===== config.mk =====
export PLATFORM = sky130hd
export DESIGN_NAME = mac_slice
export DESIGN_NICKNAME = d
export VERILOG_FILES = /design/src/rtl/mac_pkg.sv /design/src/rtl/mac_stage.sv /design/src/rtl/mac_opsel.sv /design/src/rtl/mac_addsec.sv /design/src/rtl/mac_slice.sv
export SDC_FILE = /design/constraint.sdc
export NUM_CORES = 2
export LEC_CHECK = 0
export BUFFER_PORTS_ARGS = -buffer_cell sky130_fd_sc_hd__buf_2
export CAP_MARGIN = 25
export CORE_ASPECT_RATIO = 0.5
export CORE_MARGIN = 10
export CORE_UTILIZATION = 50
export CTS_CLUSTER_SIZE = 20
export DETAILED_ROUTE_END_ITERATION = 7
export GPL_TIMING_DRIVEN = 0
export PLACE_DENSITY = 0.79
export SLEW_MARGIN = 20
export SYNTH_ARGS = -nofsm -noshare
export SYNTH_HDL_FRONTEND = slang
export SYNTH_SLANG_ARGS = --single-unit

===== constraint.sdc =====
create_clock -name clk -period 15.93 [get_ports clk]
set_input_delay 0 -clock clk [delete_from_list [all_inputs] [get_ports clk]]
set_output_delay 0 -clock clk [all_outputs]
set_load 0.01 [all_outputs]

===== src/rtl/mac_pkg.sv =====
package mac_pkg;
  localparam int AW    = 25;  // multiplicand width
  localparam int BW    = 18;  // multiplier width
  localparam int DW    = 48;  // datapath width
  localparam int SW    = 12;  // carry section width
  localparam int SHIFT = 17;  // cascade shift distance

  typedef struct packed {
    logic [2:0] z;
    logic [1:0] y;
    logic [1:0] x;
  } opmode_t;

  // signed product, sign-extended to the datapath width
  function automatic logic [DW-1:0] f_product(input logic [AW-1:0] a, input logic [BW-1:0] b);
    logic signed [DW-1:0] sa, sb;
    sa = DW'($signed(a));
    sb = DW'($signed(b));
    return sa * sb;
  endfunction

  // arithmetic right shift used for wide-multiply chaining
  function automatic logic [DW-1:0] f_shr(input logic [DW-1:0] v);
    logic signed [DW-1:0] s;
    s = v;
    return s >>> SHIFT;
  endfunction

  // A sign-extended above B to fill the datapath
  function automatic logic [DW-1:0] f_abcat(input logic [AW-1:0] a, input logic [BW-1:0] b);
    return {{(DW-AW-BW){a[AW-1]}}, a, b};
  endfunction
endpackage


===== src/rtl/mac_stage.sv =====
module mac_stage #(
  parameter int W = 8,
  parameter int N = 1
) (
  input  logic         clk,
  input  logic         rst,
  input  logic         ce,
  input  logic [W-1:0] d,
  output logic [W-1:0] q
);
  if (N == 0) begin : g_wire
    assign q = d;
  end else begin : g_regs
    logic [W-1:0] r [N];
    always_ff @(posedge clk) begin
      if (rst) begin
        for (int i = 0; i < N; i++) r[i] <= '0;
      end else if (ce) begin
        r[0] <= d;
        for (int i = 1; i < N; i++) r[i] <= r[i-1];
      end
    end
    assign q = r[N-1];
  end
endmodule


===== src/rtl/mac_opsel.sv =====
module mac_opsel import mac_pkg::*; (
  input  logic          clk,
  input  logic          rst,
  input  opmode_t       op,
  input  logic [AW-1:0] a,
  input  logic [BW-1:0] b,
  input  logic [DW-1:0] c,
  input  logic [DW-1:0] pcin,
  input  logic [DW-1:0] p,
  output logic [DW-1:0] x,
  output logic [DW-1:0] y,
  output logic [DW-1:0] z,
  output logic          illegal
);
  logic [DW-1:0] prod;
  logic          mult_x, mult_y;

  assign prod   = f_product(a, b);
  assign mult_x = (op.x == 2'b01);
  assign mult_y = (op.y == 2'b01);

  always_comb begin
    case (op.x)
      2'b00:   x = '0;
      2'b01:   x = prod;            // whole product rides on X
      2'b10:   x = p;
      default: x = f_abcat(a, b);
    endcase
    case (op.y)
      2'b10:   y = '1;
      2'b11:   y = c;
      default: y = '0;              // 01: companion half of the product
    endcase
    case (op.z)
      3'b001:        z = pcin;
      3'b010, 3'b100: z = p;
      3'b011:        z = c;
      3'b101:        z = f_shr(pcin);
      3'b110:        z = f_shr(p);
      default:       z = '0;
    endcase
  end

  assign illegal = (op.z == 3'b111) | (mult_x ^ mult_y) |
                   ((op.z == 3'b100) && ({op.y, op.x} != 4'b1000));

  p_zcode7_r6: assert property (@(posedge clk) disable iff (rst)
    (op.z == 3'b111) |-> illegal);
  p_lonely_mult_r6: assert property (@(posedge clk) disable iff (rst)
    ((op.x == 2'b01) != (op.y == 2'b01)) |-> illegal);
  p_z4_macc_r4: assert property (@(posedge clk) disable iff (rst)
    (op.z == 3'b100 && !illegal) |-> (op.y == 2'b10 && op.x == 2'b00));
endmodule


===== src/rtl/mac_addsec.sv =====
module mac_addsec import mac_pkg::*; (
  input  logic [DW-1:0] x,
  input  logic [DW-1:0] y,
  input  logic [DW-1:0] z,
  input  logic          cin,
  input  logic          sub,
  output logic [DW-1:0] sum,
  output logic [DW/SW-1:0] cout
);
  localparam int NSEC = DW / SW;

  logic [DW-1:0] t, zop;
  logic [NSEC:0] cc;

  assign t     = x + y + DW'(cin);
  assign zop   = sub ? ~z : z;
  assign cc[0] = sub;

  for (genvar s = 0; s < NSEC; s++) begin : g_sec
    assign {cc[s+1], sum[s*SW +: SW]} =
      {1'b0, t[s*SW +: SW]} + {1'b0, zop[s*SW +: SW]} + (SW+1)'(cc[s]);
  end

  assign cout = cc[NSEC:1];
endmodule


===== src/rtl/mac_slice.sv =====
module mac_slice import mac_pkg::*; #(
  parameter int          A_STAGES  = 1,
  parameter int          B_STAGES  = 1,
  parameter int          CTRL_REG  = 1,
  parameter logic [47:0] PAT_VALUE = 48'h0000_0000_1234
) (
  input  logic        clk,
  input  logic        rst,
  input  logic        ce,
  input  logic [24:0] a_in,
  input  logic [17:0] b_in,
  input  logic [47:0] c_in,
  input  logic [47:0] pcin,
  input  logic        cin,
  input  logic [6:0]  opmode,
  input  logic [3:0]  alumode,
  output logic [47:0] p_out,
  output logic [47:0] pcout,
  output logic [3:0]  cout,
  output logic        pat_hit,
  output logic        op_err
);
  localparam int NSEC = DW / SW;
  localparam int CW   = 7 + 4 + 1;

  logic [AW-1:0]   a_q;
  logic [BW-1:0]   b_q;
  logic [2*DW-1:0] cp_q;
  logic [CW-1:0]   ctrl_q;
  opmode_t         op_q;
  logic [3:0]      alu_q;
  logic            cin_q;
  logic [DW-1:0]   xv, yv, zv, sum;
  logic [NSEC-1:0] cy;
  logic            sel_bad, alu_bad, bad, sub;
  logic [DW-1:0]   p_q;
  logic [NSEC-1:0] cout_q;
  logic            err_q;

  mac_stage #(.W(AW),   .N(A_STAGES)) u_a    (.clk, .rst, .ce, .d(a_in), .q(a_q));
  mac_stage #(.W(BW),   .N(B_STAGES)) u_b    (.clk, .rst, .ce, .d(b_in), .q(b_q));
  mac_stage #(.W(2*DW), .N(1))        u_cp   (.clk, .rst, .ce, .d({c_in, pcin}), .q(cp_q));
  mac_stage #(.W(CW),   .N(CTRL_REG)) u_ctrl (.clk, .rst, .ce,
                                              .d({opmode, alumode, cin}), .q(ctrl_q));

  assign op_q  = opmode_t'(ctrl_q[CW-1:5]);
  assign alu_q = ctrl_q[4:1];
  assign cin_q = ctrl_q[0];

  mac_opsel u_sel (
    .clk, .rst, .op(op_q), .a(a_q), .b(b_q),
    .c(cp_q[2*DW-1:DW]), .pcin(cp_q[DW-1:0]), .p(p_q),
    .x(xv), .y(yv), .z(zv), .illegal(sel_bad)
  );

  assign sub     = (alu_q == 4'b0011);
  assign alu_bad = !((alu_q == 4'b0000) || sub);
  assign bad     = sel_bad | alu_bad;

  mac_addsec u_add (.x(xv), .y(yv), .z(zv), .cin(cin_q), .sub(sub), .sum(sum), .cout(cy));

  always_ff @(posedge clk) begin
    if (rst) begin
      p_q    <= '0;
      cout_q <= '0;
      err_q  <= 1'b0;
    end else if (ce) begin
      err_q <= bad;
      if (!bad) begin
        p_q    <= sum;
        cout_q <= cy;
      end
    end
  end

  assign p_out   = p_q;
  assign pcout   = p_q;
  assign cout    = cout_q;
  assign op_err  = err_q;
  assign pat_hit = (p_q == PAT_VALUE);

  p_reset_clear_r11: assert property (@(posedge clk)
    rst |=> (p_out == '0 && cout == '0 && !op_err));
  p_ce_freeze_r10: assert property (@(posedge clk) disable iff (rst)
    !ce |=> ($stable(p_out) && $stable(cout) && $stable(op_err)));
  p_illegal_hold_r6: assert property (@(posedge clk) disable iff (rst)
    (ce && bad) |=> ($stable(p_out) && $stable(cout) && op_err));
endmodule


Word level (Yosys, flattened, before mapping)
Memory sizes are Yosys's and may differ from the RTL's.
Cells that the tools add are included.
- add/subtract/negate cells: 10
- multipliers: 1
- divide/modulo/power cells: 0
- $lt $le $gt $ge: 0
- eq/ne operators: 15
- shift operators: 0
- mux-type cells: 17
- bitwise gates (word level): 6
- reduce and logical (&&, ||, !) cells: 11
- operators by type and width (kind ; count):
    case mux 48 bit (5 select lines) ; 1
    case mux 48 bit (3 select lines) ; 1
    two-way mux 96 bit ; 1
    case mux 48 bit (2 select lines) ; 1
    OR reduction 96 bit ; 1
    adder 12 x 12 -> 13 bit ; 4
    adder 13 x 1 -> 13 bit ; 4
    adder 48 x 1 -> 48 bit ; 1
    adder 48 bit ; 1
    equality test 48 x 13 -> 1 bit (second input constant) ; 1
    two-way mux 48 bit ; 1
    NOT 48 bit ; 1
    multiplier 25 x 18 -> 43 bit ; 1
    two-way mux 25 bit ; 1
    OR reduction 25 bit ; 1
    two-way mux 18 bit ; 1
    OR reduction 18 bit ; 1
    equality test 3 bit (second input constant) ; 4
    two-way mux 12 bit ; 1
    OR reduction 12 bit ; 1
    two-way mux 1 bit ; 9
    equality test 2 bit (second input constant) ; 3
    equality test 3 x 2 -> 1 bit (second input constant) ; 2
    equality test 2 x 1 -> 1 bit (second input constant) ; 2
    other kinds (13) ; 15
- register bits: 53
- latch bits: 0
- RAM bits: 151
- ROM bits: 0
- input bits: 154
- logic and storage cells: 67
- memories: 4
- memory list (name ; depth ; width ; rd ports ; clocked after Yosys merged registers in ; wr ports ; line ; source):
    u_cp.g_regs.r ; 1 ; 96 ; 1 ; 0 ; 1 ; mac_stage.sv:14 ; logic [W-1:0] r [N];
    u_a.g_regs.r ; 1 ; 25 ; 1 ; 0 ; 1 ; mac_stage.sv:14 ;
    u_b.g_regs.r ; 1 ; 18 ; 1 ; 0 ; 1 ; mac_stage.sv:14 ;
    u_ctrl.g_regs.r ; 1 ; 12 ; 1 ; 0 ; 1 ; mac_stage.sv:14 ;

Logic depth before layout (Yosys ltp)
- depth in word-level cells: 10
- mapped depth: 64
- depth with buffers taken out: 62

Modules after synthesis
A second synthesis with hierarchy kept.
- cells, all modules: 3737
- area, all modules: 33225.6 µm²
- modules (own cells, without submodules) (module ; instances ; cells each ; area an instance (µm²) ; sequential area each (µm²)):
    mac_opsel ; 1 ; 2372 ; 19223.4 ; 0.0
    mac_addsec ; 1 ; 722 ; 5213.8 ; 0.0
    mac_stage (u_cp) ; 1 ; 213 ; 3966.3 ; 2882.8
    mac_slice ; 1 ; 309 ; 2565.0 ; 1061.0
    mac_stage (u_a) ; 1 ; 55 ; 1027.2 ; 750.7
    mac_stage (u_b) ; 1 ; 39 ; 737.0 ; 540.5
    mac_stage (u_ctrl) ; 1 ; 27 ; 493.0 ; 360.3

Least setup slack after synthesis
No wires, ideal clock.
- path type: register to register
- start: mem u_a.g_regs.r[0][3] in the netlist's numbering
- end: reg p_q[46] (netlist: p_out[46])
- library setup time: 70 ps
- data arrival time: 13430 ps
- data required time: 15860 ps
- slack: 2430 ps
- cell stages (with the launch flop): 63
- path buffers: 2
- clock period less this slack: 13500 ps
- cell sequence: edfxtp_1 > clkbuf_1 > clkbuf_1 > and2_1 > fa_1 > fa_1 > ha_1 > ha_1 > ha_1 > inv_1 > fa_1 > inv_1 > ha_1 > fa_1 > a21o_1 > a21oi_1 > xor2_1 > nor2_1 > [27 not listed] > a21oi_1 > o21bai_1 > a21oi_1 > o21ai_0 > a2111oi_0 > or3_1 > fa_1 > fa_1 > nor2b_1 > o21ai_0 > a21boi_0 > o21ai_0 > a21boi_0 > o21ai_0 > a21boi_0 > o31a_1 > a211o_1 > a21oi_1
- longest elaborated chain between the ends: 10
- elaborated cells between the ends (all ways): 13
- RTL lines (what ; line ; source):
    from (decl) ; mac_stage.sv:14 ;
    memory (1 x 25 bit) ; -- ;
    multiplier 25 x 18 -> 43 bit ; mac_pkg.sv:19 ; return sa * sb;
    case mux 48 bit (3 select lines) ; mac_opsel.sv:23 ; case (op.x)
    adder 48 bit ; mac_addsec.sv:15 ; assign t = x + y + DW'(cin);
    adder 48 x 1 -> 48 bit ; mac_addsec.sv:15 ;
    adder 12 x 12 -> 13 bit ; mac_addsec.sv:21 ; {1'b0, t[s*SW +: SW]} + {1'b0, zop[s*SW +: SW]} + (SW+1)'(cc[s]);
    adder 13 x 1 -> 13 bit ; mac_addsec.sv:21 ;
    via cy[0] ; mac_slice.sv:34 ; logic [NSEC-1:0] cy;
    adder 13 x 1 -> 13 bit ; mac_addsec.sv:21 ;
    via cy[1] ; mac_slice.sv:34 ;
    adder 13 x 1 -> 13 bit (2 in a row) ; mac_addsec.sv:21 ;
    to (signal assigned) ; mac_slice.sv:70 ; p_q <= sum;
    to (decl) ; mac_slice.sv:36 ; logic [DW-1:0] p_q;
The timed path passes the listed nets, and every way through them passes these cells.
A chain may end at the register's enable or synchronous reset.

Final worst setup path
- start: mem u_a.g_regs.r[0][11] in the netlist's numbering
- end: reg p_q[46] (netlist: p_out[46])
- longest elaborated chain between the ends: 10
- elaborated cells between the ends (all ways): 13
- RTL lines (what ; line):
    memory (1 x 25 bit) (*) ; --
    multiplier 25 x 18 -> 43 bit (*) ; mac_pkg.sv:19
    case mux 48 bit (3 select lines) (*) ; mac_opsel.sv:23
    adder 48 bit (*) ; mac_addsec.sv:15
    adder 48 x 1 -> 48 bit (*) ; mac_addsec.sv:15
    adder 12 x 12 -> 13 bit ; mac_addsec.sv:21
    adder 13 x 1 -> 13 bit ; mac_addsec.sv:21
    adder 13 x 1 -> 13 bit (*) ; mac_addsec.sv:21
    via cy[1] ; mac_slice.sv:34
    adder 13 x 1 -> 13 bit (*) (2 in a row) ; mac_addsec.sv:21
The timed path passes the listed nets; every way through them passes the cells marked *.

==> results.ini <==
[placement]
dpl_worst_slack_ns = 0.215
dpl.hpwl_um = 89600
dp.cells = 4535
io_buffers = 255
gp_congestion = 1.01
place_area_mm2 = 0.0337

[routing]
routedWlPerCell_um = 24.5
drc = 10
drtIter0Drc = 3506
routed_wl_um = 116000
drt_first_pass_iters = 8
viasPerCell = 5.87
ant_nets = 0
via_count = 27900

[critical_path]
crit_required_ns = 16.42
crit_end = p_out[46]$_SDFFE_PP0P_
rrSetupSlack_ns = 0.71
slowest_stage = clkbuf_1
r2r-end = p_out[46]$_SDFFE_PP0P_
crit_path_start = u_a.g_regs.r[0][11]$_SDFFCE_PN0P_
cp-end-kind = register
crit_path_frequent_cell = fa_1
r2r_cells = 57
reg2reg_from = u_a.g_regs.r[0][11]$_SDFFCE_PN0P_
arrival_ns = 15.71
crit_fanout = 10
path_class = register to register
startpoint_type = register
cp_slowest_stage_delay_ns = 0.77

[cells_and_area]
layout.nets = 4705
layout_commonest_cell = inv_1
finalInstanceArea_mm2 = 0.0362
multi_input_area_mm2 = 0.0228
drive_above_1_share_pct = 10.5
instances_no_fill = 4748
final_cell_mix = inv_1 (497), fa_1 (450), nand2_1 (388)
seq_area_mm2 = 0.00560
postLayoutCoreUtil_pct = 58.7
fill_cells = 5136
areaGrowthSynthToFinish_pct = 15.4

[synth]
synth_edf_count = 151
syn_nets = 4253
ys_async_sr_fraction_pct = 0
synthTopCellsByArea = fa_1 (29%), edfxtp_1 (14%), ha_1 (7.9%), and2_1 (6.8%), inv_1 (5.9%)
synth_seq_cells = 204
yosys_warnings = 0
ys_seq_area_share_pct = 17.8
synth.distinct_cells = 82
netlist_instances = 3452
yosys.area.top_type = fa_1
ys.flop_type = edfxtp_1
synth.avg_cell_area_um2 = 9.08
synth.top_cell.area_share_pct = 28.7
netlist_area_mm2 = 0.0314

[sta]
tightest_slew_ns = 1.07
fmax_mhz = 65.7
layout_setup_ws_ns = 0.709
report.final.slew_viol_count = 0
setup_viol = 0
finClkSkew_ns = 0.0361
slew_headroom_pct = 28.7
timing.final.crit_share_pct = 95.6
hold_viol_final = 0
hold_slack_ns = 0.249
fin_crit_ns = 15.22

[global_route]
grtUsageMet2_pct = 48.1
grt_max_degree = 45
grt_util_met3_pct = 8.50
grt_use_total_pct = 30.7
antenna_found_initial = 7
grt_pass1_wl_um = 173000
globalRouteOverflowTotal = 0
grt_use_met1_pct = 39.5
first_global_vias = 28200
top_usage_layer = met2

[floorplan]
ios = 256
dieArea_mm2 = 0.0737
start_util_pct = 50.9
die_w_um = 374
die_h_um = 197
core_mm2 = 0.0616
rows = 64

[min_path]
hp-class = input pin to register
min_from = c_in[41]
hold_path_depth = 3

[clock_tree]
cts_root_buf = clkbuf_16
cts_tree = done
numCtsBuffers = 24
clock_path_buffers = 3
cts_sinks = 204
htree_levels = 1
clk_latency_ns = 0.57
clk_pin_slew_ns = 0.06

[power]
p_per_area_mw_per_mm2 = 204
ir_worst_vdd_uv = 180
leakage_uw = 0.0164

[run_status]
outcome = finished, violations left
violations = DRC

[run]
maxCapViolCount = 0

stage by stage:
stage | TNS, ns | total power [uW]
after floorplan | 0 | 4990
after global placement | 0 | 6450
after detailed placement | 0 | 6570
after CTS | 0 | 7170
after global routing | -0.0431 | 8010
final | 0 | 7390
routing by layer:
layer	vias to the layer above	routed length, um
li1	12000	-
met1	13500	43700
met2	1877	50900
met3	390	15000
met4	2	6470
met5	-	13
cells by family after synthesis:
family,share of synthesized area (%)
flops,17.8
simple gates,16.9
buf+inv,9.45
mux,1.86
xor+xnor,4.41
compound gates,13.0
fa+ha+maj,36.6
report_power, final:
part / total [uW] / switching, uW / internal, uW
sequential: 768 / 138 / 630
combinational: 6110 / 3640 / 2480
clock: 511 / 238 / 273
Yosys cell counts, types with 30 or more instances:
cell,instances
a21o_1,56
nand2_1,388
inv_1,497
a21oi_1,164
edfxtp_1,151
buf_4,49
nand3_1,30
xnor2_1,127
dfxtp_1,53
nor2_1,110
xor2_1,31
and2_1,343
o21ai_0,118
fa_1,450
mux2i_1,56
ha_1,197
o21a_1,65
nand2b_1,34
clkbuf_1,182
worst min path at each step:
stage | to
final | u_cp.g_regs.r[0][89]$_SDFFCE_PN0P_
after global routing | u_ctrl.g_regs.r[0][2]$_SDFFCE_PN0P_
after CTS | u_cp.g_regs.r[0][89]$_SDFFCE_PN0P_
after detailed placement | u_cp.g_regs.r[0][83]$_SDFFCE_PN0P_
after global placement | u_a.g_regs.r[0][3]$_SDFFCE_PN0P_
after floorplan | op_err$_SDFFE_PP0P_
flip-flops by register name (all words and copies together) (netlist names):
| register | flops |
|---|---|
| op_err | 1 |
| p_out | 48 |
| u_b.g_regs.r | 18 |
| u_a.g_regs.r | 25 |
| cout | 4 |
| u_cp.g_regs.r | 96 |
| u_ctrl.g_regs.r | 12 |
layout make-up:
cell class                 count  area share, %
buffer                       230           2.96
multi-input combinational   2508           63.1
clock buffer                  25           1.67
clock inverter                14          0.221
sequential                   204           15.5
inverter                     498           5.17
antenna                        6         0.0415
timing repair buffer         438           8.56
tap                          825           2.85
worst max-delay path: cells and delay by family, from the launching register on:
kind | cells | cell delay (ns)
adders and majority gates | 13 | 5.54
buffers and inverters | 6 | 1.66
AOI/OAI and AO/OA | 28 | 5.79
xor gates and xnor gates | 2 | 0.39
DFF | 1 | 0.32
and+or+nand+nor | 8 | 1.43
timing repair:
item	4_1_cts	5_1_grt
hold endpoints to repair	153	0
hold buffers	153	0
buffers inserted	0	26
setup endpoints to repair	0	8
resized for setup	0	39
Note: power is estimated with default switching activity, not from simulation.
